$ cat src/rtl/sar_adc_pkg.sv
package sar_adc_pkg;

    typedef enum logic [1:0] {
        ST_IDLE,
        ST_CONV,
        ST_LOAD
    } conv_state_t;

    localparam logic [1:0] ADDR_CTRL  = 2'd0;
    localparam logic [1:0] ADDR_FLAG  = 2'd1;
    localparam logic [1:0] ADDR_RES_H = 2'd2;
    localparam logic [1:0] ADDR_RES_L = 2'd3;

    localparam int CTRL_EN_BIT   = 0;
    localparam int CTRL_GO_BIT   = 1;
    localparam int CTRL_CH_LSB   = 2;
    localparam int CTRL_REFP_BIT = 6;
    localparam int CTRL_REFN_BIT = 7;

endpackage

$ cat src/rtl/sar_engine.sv
module sar_engine
    import sar_adc_pkg::*;
#(
    parameter int RES_BITS = 10,
    localparam int IDX_W   = $clog2(RES_BITS)
) (
    input  logic                clk,
    input  logic                rst_n,
    input  logic                start,
    input  logic                cmp_hi,
    output logic                busy,
    output logic                load,
    output logic [RES_BITS-1:0] result,
    output logic [RES_BITS-1:0] dac_code
);

    localparam logic [IDX_W-1:0] TOP_IDX = IDX_W'(RES_BITS - 1);

    conv_state_t         state_q;
    conv_state_t         state_d;
    logic [IDX_W-1:0]    idx_q;
    logic [RES_BITS-1:0] acc_q;
    logic [RES_BITS-1:0] trial;

    // state register
    always_ff @(posedge clk or negedge rst_n) begin
        if (!rst_n) begin
            state_q <= ST_IDLE;
        end else begin
            state_q <= state_d;
        end
    end

    // transitions
    always_comb begin
        state_d = state_q;
        unique case (state_q)
            ST_IDLE: if (start) state_d = ST_CONV;
            ST_CONV: if (idx_q == '0) state_d = ST_LOAD;
            ST_LOAD: state_d = ST_IDLE;
            default: state_d = ST_IDLE;
        endcase
    end

    // approximation register and bit pointer
    always_ff @(posedge clk or negedge rst_n) begin
        if (!rst_n) begin
            acc_q <= '0;
            idx_q <= '0;
        end else if (state_q == ST_IDLE && start) begin
            acc_q <= '0;
            idx_q <= TOP_IDX;
        end else if (state_q == ST_CONV) begin
            acc_q[idx_q] <= cmp_hi;
            if (idx_q != '0) begin
                idx_q <= idx_q - 1'b1;
            end
        end
    end

    always_comb begin
        trial        = '0;
        trial[idx_q] = 1'b1;
    end

    // outputs
    always_comb begin
        busy     = 1'b1;
        load     = 1'b0;
        dac_code = '0;
        unique case (state_q)
            ST_IDLE: busy = 1'b0;
            ST_CONV: dac_code = acc_q | trial;
            ST_LOAD: load = 1'b1;
            default: busy = 1'b0;
        endcase
    end

    assign result = acc_q;

endmodule

$ cat src/rtl/sar_regfile.sv
module sar_regfile
    import sar_adc_pkg::*;
#(
    parameter int RES_BITS = 10,
    parameter int DATA_W   = 8,
    parameter int CH_W     = 4
) (
    input  logic                clk,
    input  logic                rst_n,
    input  logic                wr_en,
    input  logic [1:0]          wr_addr,
    input  logic [DATA_W-1:0]   wr_data,
    input  logic [1:0]          rd_addr,
    input  logic                busy,
    input  logic                load,
    input  logic [RES_BITS-1:0] result,
    output logic [DATA_W-1:0]   rd_data,
    output logic                start,
    output logic [CH_W-1:0]     chan,
    output logic [1:0]          refcfg,
    output logic                irq
);

    logic                en_q;
    logic [CH_W-1:0]     chan_q;
    logic [1:0]          ref_q;
    logic                flag_q;
    logic [RES_BITS-1:0] res_q;
    logic                ctrl_wr;

    assign ctrl_wr = wr_en && (wr_addr == ADDR_CTRL) && !busy;
    assign start   = ctrl_wr && en_q && wr_data[CTRL_EN_BIT] && wr_data[CTRL_GO_BIT];

    always_ff @(posedge clk or negedge rst_n) begin
        if (!rst_n) begin
            en_q   <= 1'b0;
            chan_q <= '0;
            ref_q  <= '0;
        end else if (ctrl_wr) begin
            en_q   <= wr_data[CTRL_EN_BIT];
            chan_q <= wr_data[CTRL_CH_LSB +: CH_W];
            ref_q  <= {wr_data[CTRL_REFN_BIT], wr_data[CTRL_REFP_BIT]};
        end
    end

    always_ff @(posedge clk or negedge rst_n) begin
        if (!rst_n) begin
            flag_q <= 1'b0;
        end else if (load) begin
            flag_q <= 1'b1;
        end else if (wr_en && wr_addr == ADDR_FLAG && !wr_data[0]) begin
            flag_q <= 1'b0;
        end
    end

    // result pair has no reset value
    always_ff @(posedge clk) begin
        if (load) begin
            res_q <= result;
        end
    end

    always_comb begin
        rd_data = '0;
        unique case (rd_addr)
            ADDR_CTRL: begin
                rd_data[CTRL_EN_BIT]           = en_q;
                rd_data[CTRL_GO_BIT]           = busy;
                rd_data[CTRL_CH_LSB +: CH_W]   = chan_q;
                rd_data[CTRL_REFP_BIT]         = ref_q[0];
                rd_data[CTRL_REFN_BIT]         = ref_q[1];
            end
            ADDR_FLAG:  rd_data[0] = flag_q;
            ADDR_RES_H: rd_data = DATA_W'(res_q[RES_BITS-1:DATA_W]);
            ADDR_RES_L: rd_data = res_q[DATA_W-1:0];
            default:    rd_data = '0;
        endcase
    end

    assign chan   = chan_q;
    assign refcfg = ref_q;
    assign irq    = flag_q;

endmodule

$ cat src/rtl/sar_front_if.sv
module sar_front_if #(
    parameter int          CH_W       = 4,
    parameter logic [3:0]  NO_CH_CODE = 4'b0101
) (
    input  logic [CH_W-1:0] chan,
    input  logic [1:0]      refcfg,
    output logic [CH_W-1:0] ch_sel,
    output logic            ch_valid,
    output logic            ref_pos_ext,
    output logic            ref_neg_ext
);

    assign ch_sel      = chan;
    assign ch_valid    = (chan != CH_W'(NO_CH_CODE));
    assign ref_pos_ext = refcfg[0];
    assign ref_neg_ext = refcfg[1];

endmodule

$ cat src/rtl/sar_adc_ctrl.sv
module sar_adc_ctrl #(
    parameter int RES_BITS = 10,
    parameter int DATA_W   = 8,
    parameter int CH_W     = 4
) (
    input  logic                clk,
    input  logic                rst_n,
    input  logic                wr_en,
    input  logic [1:0]          wr_addr,
    input  logic [DATA_W-1:0]   wr_data,
    input  logic [1:0]          rd_addr,
    output logic [DATA_W-1:0]   rd_data,
    input  logic                cmp_hi,
    output logic [CH_W-1:0]     ch_sel,
    output logic                ch_valid,
    output logic                ref_pos_ext,
    output logic                ref_neg_ext,
    output logic [RES_BITS-1:0] dac_code,
    output logic                irq
);

    logic                conv_busy;
    logic                conv_load;
    logic                conv_start;
    logic [RES_BITS-1:0] conv_result;
    logic [CH_W-1:0]     chan;
    logic [1:0]          refcfg;

    sar_regfile #(
        .RES_BITS (RES_BITS),
        .DATA_W   (DATA_W),
        .CH_W     (CH_W)
    ) u_regs (
        .clk     (clk),
        .rst_n   (rst_n),
        .wr_en   (wr_en),
        .wr_addr (wr_addr),
        .wr_data (wr_data),
        .rd_addr (rd_addr),
        .busy    (conv_busy),
        .load    (conv_load),
        .result  (conv_result),
        .rd_data (rd_data),
        .start   (conv_start),
        .chan    (chan),
        .refcfg  (refcfg),
        .irq     (irq)
    );

    sar_engine #(
        .RES_BITS (RES_BITS)
    ) u_eng (
        .clk      (clk),
        .rst_n    (rst_n),
        .start    (conv_start),
        .cmp_hi   (cmp_hi),
        .busy     (conv_busy),
        .load     (conv_load),
        .result   (conv_result),
        .dac_code (dac_code)
    );

    sar_front_if #(
        .CH_W (CH_W)
    ) u_front (
        .chan        (chan),
        .refcfg      (refcfg),
        .ch_sel      (ch_sel),
        .ch_valid    (ch_valid),
        .ref_pos_ext (ref_pos_ext),
        .ref_neg_ext (ref_neg_ext)
    );

endmodule

$ cat config.mk
export PLATFORM = sky130hd
export DESIGN_NAME = sar_adc_ctrl
export DESIGN_NICKNAME = d
export VERILOG_FILES = /design/src/rtl/sar_adc_pkg.sv /design/src/rtl/sar_engine.sv /design/src/rtl/sar_regfile.sv /design/src/rtl/sar_front_if.sv /design/src/rtl/sar_adc_ctrl.sv
export SDC_FILE = /design/constraint.sdc
export NUM_CORES = 1
export LEC_CHECK = 0
export BUFFER_PORTS_ARGS = -buffer_cell sky130_fd_sc_hd__buf_2
export CAP_MARGIN = 20
export CORE_ASPECT_RATIO = 1.75
export CORE_MARGIN = 4
export CORE_UTILIZATION = 45
export DETAILED_ROUTE_END_ITERATION = 16
export GPL_TIMING_DRIVEN = 0
export HOLD_SLACK_MARGIN = 0.03
export PLACE_DENSITY = 0.71
export SETUP_SLACK_MARGIN = 0.1
export SLEW_MARGIN = 15
export SYNTH_ARGS = -nofsm -noshare
export SYNTH_HDL_FRONTEND = slang
export SYNTH_SLANG_ARGS = --single-unit
$ cat constraint.sdc
create_clock -name clk -period 1.9 [get_ports clk]
set_clock_uncertainty 0.2 [all_clocks]
set_input_delay 0.38 -clock clk [delete_from_list [all_inputs] [get_ports clk]]
set_output_delay 0.38 -clock clk [all_outputs]
set_load 0.005 [all_outputs]
==> results of run 1 <==
-- per-stage QoR --
step,power (uW),cell area (um2),cells,TNS [ns],hold slack (ns)
after floorplan,2480,1850,176,-0.0449,-0.116
after global placement,2990,2110,264,-4.97,0.220
after detailed placement,3040,2110,264,-5.56,0.218
after CTS,4500,2650,297,-1.71,0.0818
after global routing,5150,2800,306,-3.05,0.0881
final,4900,2800,306,-1.93,0.0877
-- worst reg2reg max path: cells and delay by family, from the launching register on --
family | cells | cell delay [ns]
AND/OR/NAND/NOR | 1 | 0.49
flip-flops | 1 | 0.42
AO/OA/AOI/OAI | 2 | 0.34
buffers and inverters | 2 | 0.28
adder cells (fa/ha/maj) | 1 | 0.23
-- layer usage --
metal / vias to the layer above / share of wire [%]
met3: 20 / 5.2
met4: 0 / 4.2
met2: 86 / 54
met5: - / 0
met1: 844 / 36
li1: 796 / -
-- final timing paths --
kind / start / end / slack [ns] / depth (start not counted)
worst min register to register: u_eng.result[3] / u_regs.res_q[3] / 0.29 / 0
worst max-delay path: u_eng.state_q[1] / dac_code[3] / -0.14 / 6
min in group asynchronous: rst_n / u_regs.en_q / 0.42 / 2
max in group asynchronous: rst_n / u_eng.idx_q[0] / 0.66 / 2
worst min-delay path: wr_data[6] / u_regs.refcfg[0] / 0.09 / 3
worst max register to register: u_eng.state_q[1] / u_eng.state_q[1] / -0.12 / 6
-- power groups by stage --
stage / clock (uW) / combinational, uW / sequential, uW
floorplan: 0 / 1140 / 1340
global placement: 0 / 1590 / 1410
detailed placement: 0 / 1620 / 1420
CTS: 834 / 2240 / 1430
global route: 854 / 2810 / 1490
finish: 822 / 2620 / 1460
-- timing repair --
action	CTS	global route
pin swaps	26	11
setup endpoints to repair	38	41
endpoints found under the hold margin	24	0
gates cloned	1	1
hold buffers	1	0
gates resized for setup	55	23
buffers inserted	25	9
-- cell usage in the layout (no fill, tap or decap), drive strengths merged, types with 6 or more instances in the layout --
master,synthesis,layout
ha,8,8
nand2,27,27
nand4,6,6
clkbuf,6,8
a22o,7,7
dfrtp,24,24
o21ai,9,9
edfxtp,10,10
inv,6,6
nor2,17,17
a21oi,15,15
buf,2,78
-- state kept, by name (all words and copies together), names as in the netlist --
signal	count
u_eng.state_q	2
u_regs.res_q	10
u_eng.result	10
u_regs.en_q	1
u_regs.irq	1
u_eng.idx_q	4
u_regs.refcfg	2
u_regs.chan	4
-- cells by family (layout without fill, tap and decap cells) --
family                   count (synthesis)  in the layout  share of synthesized area [%]
adder cells (fa/ha/maj)                  8              8                           5.60
flip-flops                              34             34                           50.4
multiplexers                             6              6                           4.13
buffers and inverters                   15             97                           3.64
AO/OA/AOI/OAI                           40             40                           14.3
AND/OR/NAND/NOR                         73             73                           21.9
-- area by class of cell --
| type | instances | area, um2 |
|---|---|---|
| Timing Repair Buffer | 75 | 515 |
| Clock inverter | 3 | 68.8 |
| Fill cell | 260 | 1060 |
| Multi-Input combinational cell | 127 | 1070 |
| Clock buffer | 5 | 68.8 |
| Tap cell | 48 | 60.1 |
| Sequential cell | 34 | 905 |
| Buffer | 7 | 82.6 |
| Inverter | 7 | 33.8 |
==> flow_metrics.env, run 1 <==
export IMPL_status="complete, but fails checks"
export IMPL_failed_checks="setup timing"
export IMPL_post_synth_cell_area_avg_um2=10.2
export IMPL_die_x_um=55.7
export IMPL_cts_tree="done"
export IMPL_synthFlopType="sky130_fd_sc_hd__dfrtp_1"
export IMPL_place_gp_congestion=0.793
export IMPL_ir_worst_vdd_uv=1290
export IMPL_power_share_sequential_pct=29.7
export IMPL_wl_per_cell_um=18.9
export IMPL_grt_start_max_net_pins=25
export IMPL_finalWirelength_um=5770
export IMPL_ys_warnings_count=0
export IMPL_preCtsSetupSlack_ns=-0.259
export IMPL_finish_net_count=281
export IMPL_slew_headroom_pct=60.5
export IMPL_synthesis_nets=200
export IMPL_design_die_area_um2=5090
export IMPL_setup_worst_path_class="reg -> out"
export IMPL_internal_power_uw=3010
export IMPL_maxSlewViolCount=0
export IMPL_synth_commonest_cells="sky130_fd_sc_hd__nand2_1 (27), sky130_fd_sc_hd__dfrtp_1 (24), sky130_fd_sc_hd__nor2_1 (17), sky130_fd_sc_hd__a21oi_1 (15), sky130_fd_sc_hd__edfxtp_1 (10)"
export IMPL_placeable_area_um2=3870
export IMPL_n_antenna_cell=0
export IMPL_clk_insertion_delay_late_ns=0.29
export IMPL_worst_min_delay_path_class="in -> reg"
export IMPL_power_leakage_uw=0.00126
export IMPL_floorplan_die_height_um=91.4
export IMPL_drive_above_1_share_pct=57.8
export IMPL_gr_usage_met2_pct=41.9
export IMPL_cts_max_level=2
export IMPL_crit_path_top_delay_cell="sky130_fd_sc_hd__dfrtp_1"
export IMPL_overflow=0
export IMPL_power_share_clock_pct=16.8
export IMPL_via_count_of_the_first_global_routing_pass=1782
export IMPL_synth_lib_cells_used_distinct=42
export IMPL_fmaxAchievable_ghz=0.490
export IMPL_detail_route_vias_per_cell=5.71
export IMPL_ordered_list_of_cells_on_the_worst_path="inv_2 > ha_4 > clkinv_4 > clkbuf_16 > nor2_1 > buf_2"
export IMPL_place_detailed_hpwl_um=3200
export IMPL_num_vias=1746
export IMPL_post_synth_inst_count=176
export IMPL_port_buffers=40
export IMPL_synth_top_area_share_pct=33.6
export IMPL_io_pins=42
export IMPL_post_synth_instance_area_um2=1790
export IMPL_critPathRequiredTime_ns=1.32
export IMPL_async_flop_share_pct=70.6
export IMPL_combPwrFrac_pct=53.5
export IMPL_post_synth_top_area_cell="sky130_fd_sc_hd__dfrtp_1"
export IMPL_synth_edf_count=10
export IMPL_initial_utilization_pct=46.2
export IMPL_numCtsBuffers=5
export IMPL_p_sw_share_pct=38.6
export IMPL_drv_cap=0
export IMPL_top_usage_layer="met2"
export IMPL_grt_setup_unrepaired="true"
export IMPL_end_kind="output pin"
export IMPL_finalSetupViolCount=26
export IMPL_drt_antenna_violating_nets=0
export IMPL_crit_fanout=5
export IMPL_tightest_pin_transition_ns=0.593
export IMPL_post_synthesis_sequential_area_ratio_pct=50.4
export IMPL_antenna_found_initial=0
export IMPL_worstPathArrival_ns=1.46
export IMPL_clockBufferDepth=2
export IMPL_drt_initial_drc_count=69
export IMPL_remaining_drc_errors=0
export IMPL_gr_usage_all_layers_pct=22.1
export IMPL_cpPeakStageDelay_ns=0.42
export IMPL_groute_layer_met1_usage_pct=21.4
export IMPL_synth_to_final_area_change_pct=56.7
export IMPL_clock_sink_count=34
export IMPL_grt_pass1_wl_um=8660
export IMPL_final_clock_period_utilization_by_the_worst_path_pct=107
export IMPL_post_synth_top_count_cell="sky130_fd_sc_hd__nand2_1"
export IMPL_finish_utilization_pct=72.5
export IMPL_first_pass_iters=4
export IMPL_grt_util_met3_pct=4.55
export IMPL_setup_slack_ns=-0.140
export IMPL_critical_path_top_delay_family="buffers and inverters"
export IMPL_net_switching_power_uw=1890
export IMPL_postSynthRegisterBits=34
export IMPL_cellPowerDensity_nw_per_um2=1750
export IMPL_timing_critical_path_from_type="flip-flop"
export IMPL_rows=30
export IMPL_root_buffer_cell="sky130_fd_sc_hd__clkbuf_8"
export IMPL_top_area_cells_in_the_synthesized_netlist="sky130_fd_sc_hd__dfrtp_1 (34%), sky130_fd_sc_hd__edfxtp_1 (17%), sky130_fd_sc_hd__nand2_1 (5.7%), sky130_fd_sc_hd__ha_1 (5.6%), sky130_fd_sc_hd__a21oi_1 (4.2%)"
export IMPL_cp_num_buf_inv=4
export IMPL_path_clk_slew_ns=0.08
export IMPL_fin_crit_ns=2.04
export IMPL_finalHoldViolCount=0
No activity file was read; power rests on OpenSTA's default activity.
==> run 2: changes to the inputs <==
--- a/config.mk
+++ b/config.mk
@@ -7,15 +7,18 @@
 export LEC_CHECK = 0
 export BUFFER_PORTS_ARGS = -buffer_cell sky130_fd_sc_hd__buf_2
 export CAP_MARGIN = 20
+export CELL_PAD_IN_SITES_DETAIL_PLACEMENT = 0
+export CELL_PAD_IN_SITES_GLOBAL_PLACEMENT = 1
 export CORE_ASPECT_RATIO = 1.75
 export CORE_MARGIN = 4
-export CORE_UTILIZATION = 45
+export CORE_UTILIZATION = 37
 export DETAILED_ROUTE_END_ITERATION = 16
 export GPL_TIMING_DRIVEN = 0
 export HOLD_SLACK_MARGIN = 0.03
-export PLACE_DENSITY = 0.71
+export PLACE_DENSITY_LB_ADDON = 0.1
 export SETUP_SLACK_MARGIN = 0.1
 export SLEW_MARGIN = 15
 export SYNTH_ARGS = -nofsm -noshare
 export SYNTH_HDL_FRONTEND = slang
+export SYNTH_HIERARCHICAL = 1
 export SYNTH_SLANG_ARGS = --single-unit
==> run 2 against run 1 <==
  * The run still ends with setup timing left
  * Flip-flop and latch count stayed put
  * Global-route usage is 5.0 points lower
  * Synthesized area is 2.0% higher
  * Critical path type unchanged
  * Highest routed layer unchanged
  * Wire length is 13% lower
  * Non-clock buffer count is 8 higher
  * Sequential power is 8% lower
  * Final area is 1.3% lower
  * Sequential share of layout area is 0.36 points higher
  * Die area is 21% higher
  * Combinational power hardly changed
==> flow_metrics.env, run 2 <==
export IMPL_finalHoldViolCount=0
export IMPL_grt_start_max_net_pins=25
export IMPL_clock_sink_count=34
export IMPL_via_count_of_the_first_global_routing_pass=1590
export IMPL_n_antenna_cell=0
export IMPL_overflow=0
export IMPL_cellPowerDensity_nw_per_um2=1620
export IMPL_ordered_list_of_cells_on_the_worst_path="inv_2 > ha_4 > buf_6 > or3b_4 > buf_6 > a21boi_2 > buf_2"
export IMPL_numCtsBuffers=5
export IMPL_wl_per_cell_um=17.0
export IMPL_postSynthRegisterBits=34
export IMPL_synth_edf_count=10
export IMPL_finish_utilization_pct=58.3
export IMPL_num_vias=1558
export IMPL_synthesis_nets=188
export IMPL_final_clock_period_utilization_by_the_worst_path_pct=122
export IMPL_cpPeakStageDelay_ns=0.43
export IMPL_synth_lib_cells_used_distinct=39
export IMPL_antenna_found_initial=0
export IMPL_cts_max_level=2
export IMPL_fin_area_um2=2770
export IMPL_setup_slack_ns=-0.409
export IMPL_path_common_cell="sky130_fd_sc_hd__buf_6"
export IMPL_ys_warnings_count=6
export IMPL_cp_num_buf_inv=4
export IMPL_drt_initial_drc_count=51
export IMPL_design_die_area_um2=6160
export IMPL_gr_usage_all_layers_pct=17.2
export IMPL_slew_headroom_pct=59.6
export IMPL_post_synth_top_area_cell="sky130_fd_sc_hd__dfrtp_1"
export IMPL_power_leakage_uw=0.00124
export IMPL_finalWirelength_um=5050
export IMPL_post_synth_inst_count=164
export IMPL_cts_tree="done"
export IMPL_critPathRequiredTime_ns=1.32
export IMPL_worstPathArrival_ns=1.73
export IMPL_drt_antenna_violating_nets=0
export IMPL_port_buffers=40
export IMPL_first_pass_iters=4
export IMPL_most_common_cell_after_layout_fill_and_taps_aside="sky130_fd_sc_hd__buf_2"
export IMPL_crit_path_top_delay_cell="sky130_fd_sc_hd__dfrtp_2"
export IMPL_grt_pass1_wl_um=7870
export IMPL_synth_top_area_share_pct=32.9
export IMPL_finish_net_count=268
export IMPL_grt_setup_unrepaired="true"
export IMPL_fin_crit_ns=2.31
export IMPL_post_synthesis_sequential_area_ratio_pct=49.4
export IMPL_remaining_drc_errors=0
export IMPL_fin_setup_tns_ns=-3.03
export IMPL_final_cell_mix="sky130_fd_sc_hd__buf_2 (40), sky130_fd_sc_hd__buf_4 (32), sky130_fd_sc_hd__dfrtp_1 (22), sky130_fd_sc_hd__a21oi_2 (17)"
export IMPL_timing_reg2reg_setup_slack_ns=-0.33
export IMPL_post_synth_instance_area_um2=1820
export IMPL_path_clk_slew_ns=0.07
export IMPL_top_area_cells_in_the_synthesized_netlist="sky130_fd_sc_hd__dfrtp_1 (33%), sky130_fd_sc_hd__edfxtp_1 (16%), sky130_fd_sc_hd__ha_1 (5.5%), sky130_fd_sc_hd__a21oi_1 (5.2%), sky130_fd_sc_hd__mux2_2 (4.9%)"
export IMPL_place_detailed_hpwl_um=3260
export IMPL_rows=33
export IMPL_timing_critical_path_from_type="flip-flop"
export IMPL_detail_route_vias_per_cell=5.25
export IMPL_status="complete, but fails checks"
export IMPL_worst_min_delay_path_class="in -> reg"
export IMPL_post_dp_cell_area_um2=2140
export IMPL_synth_commonest_cells="sky130_fd_sc_hd__dfrtp_1 (24), sky130_fd_sc_hd__a21oi_1 (19), sky130_fd_sc_hd__nor2b_1 (12), sky130_fd_sc_hd__edfxtp_1 (10)"
export IMPL_root_buffer_cell="sky130_fd_sc_hd__clkbuf_8"
export IMPL_clk_insertion_delay_late_ns=0.29
export IMPL_post_synth_top_count_cell="sky130_fd_sc_hd__dfrtp_1"
export IMPL_ir_worst_vdd_uv=942
export IMPL_synthFlopType="sky130_fd_sc_hd__dfrtp_1"
export IMPL_failed_checks="setup timing"
export IMPL_io_pins=42
export IMPL_maxSlewViolCount=0
export IMPL_post_synth_cell_area_avg_um2=11.1
export IMPL_initial_utilization_pct=38.4
export IMPL_fmaxAchievable_ghz=0.433
export IMPL_finalSetupViolCount=27
export IMPL_drive_above_1_share_pct=62.0
export IMPL_whs_ns=0.128
export IMPL_placeable_area_um2=4750
export IMPL_floorplan_die_height_um=101
export IMPL_place_gp_congestion=0.815
export IMPL_die_x_um=61.1
export IMPL_end_kind="output pin"
export IMPL_async_flop_share_pct=70.6
export IMPL_tightest_pin_transition_ns=0.605
export IMPL_crit_fanout=2
export IMPL_clockBufferDepth=2
export IMPL_critical_path_top_delay_family="flip-flops"
export IMPL_drv_cap=0
export IMPL_synth_to_final_area_change_pct=51.8
export IMPL_setup_worst_path_class="reg -> out"
==> run 2: cell count changes after synthesis, moves of 4 or more <==
cell                      previous run  this run
sky130_fd_sc_hd__a21oi_1            15        19
sky130_fd_sc_hd__nor2_1             17         5
sky130_fd_sc_hd__buf_4               0         7
sky130_fd_sc_hd__nand2_1            27         7
sky130_fd_sc_hd__nor2b_1             1        12
sky130_fd_sc_hd__mux2_2              1         8
==> run 2: cells by family after synthesis <==
family                     Yosys count  share of synthesized area [%]
AOI/OAI and AO/OA                   42                           14.3
adders and majority gates            8                           5.49
buffers and inverters               22                           6.52
DFF                                 34                           49.4
muxes                               12                           7.89
and+or+nand+nor                     46                           16.4
==> run 2: area by class of cell <==
cell class	count	area, um2
well taps	52	65.1
inverters	5	18.8
flip-flops and latches	34	903
clock inverters	3	16.3
repair buffers	73	494
multi-input cells	108	1030
plain buffers	17	165
fillers	428	1980
clock buffers	5	68.8
==> run 2: worst paths after layout <==
check | end | cells past startpoint | start
max | dac_code[0] | 7 | u_eng/idx_q[0]
min | u_regs/chan[3] | 2 | wr_data[5]
max reg2reg | u_eng/state_q[0] | 9 | u_eng/idx_q[0]
min reg2reg | u_regs/res_q[9] | 0 | u_eng/result[9]
max in group asynchronous | u_eng/idx_q[0] | 2 | rst_n
min in group asynchronous | u_regs/en_q | 2 | rst_n
==> run 2: per-layer routing <==
| layer | vias to the layer above | wire [um] | track usage, % |
|---|---|---|---|
| met5 | - | 0 | 0 |
| met3 | 11 | 261 | 2.69 |
| met2 | 54 | 2750 | 31.1 |
| li1 | 747 | - | - |
| met1 | 746 | 1940 | 18.7 |
| met4 | 0 | 97 | 7.35 |
==> run 2: timing repair <==
item	CTS	global route
setup endpoints to repair	35	41
setup buffers	24	10
hold buffers	1	0
cloned	1	0
hold endpoints to repair	24	0
gates resized for setup	47	34
pin swaps	12	12
==> run 2: power breakdown <==
part / leakage (uW) / internal [uW] / switching, uW
Clock: 0.0000416 / 251 / 282
Sequential: 0.000379 / 1090 / 242
Combinational: 0.000818 / 1460 / 1150
Total: 0.00124 / 2810 / 1670
==> run 2: through the flow <==
step	setup slack [ns]	instances	total power (uW)
final	-0.409	297	4480
after global routing	-0.463	297	4770
after CTS	-0.394	289	4210
after detailed placement	-0.605	256	3020
after global placement	-0.557	256	2980
after floorplan	-0.274	164	2440
==> run 2: worst reg2reg max path: cells and delay by family, from the launching register on <==
kind	cells	cell delay [ns]
buffers and inverters	5	0.53
multiplexers	1	0.31
AND/OR/NAND/NOR	1	0.36
adder cells (fa/ha/maj)	1	0.13
flip-flops	1	0.43
AO/OA/AOI/OAI	1	0.16
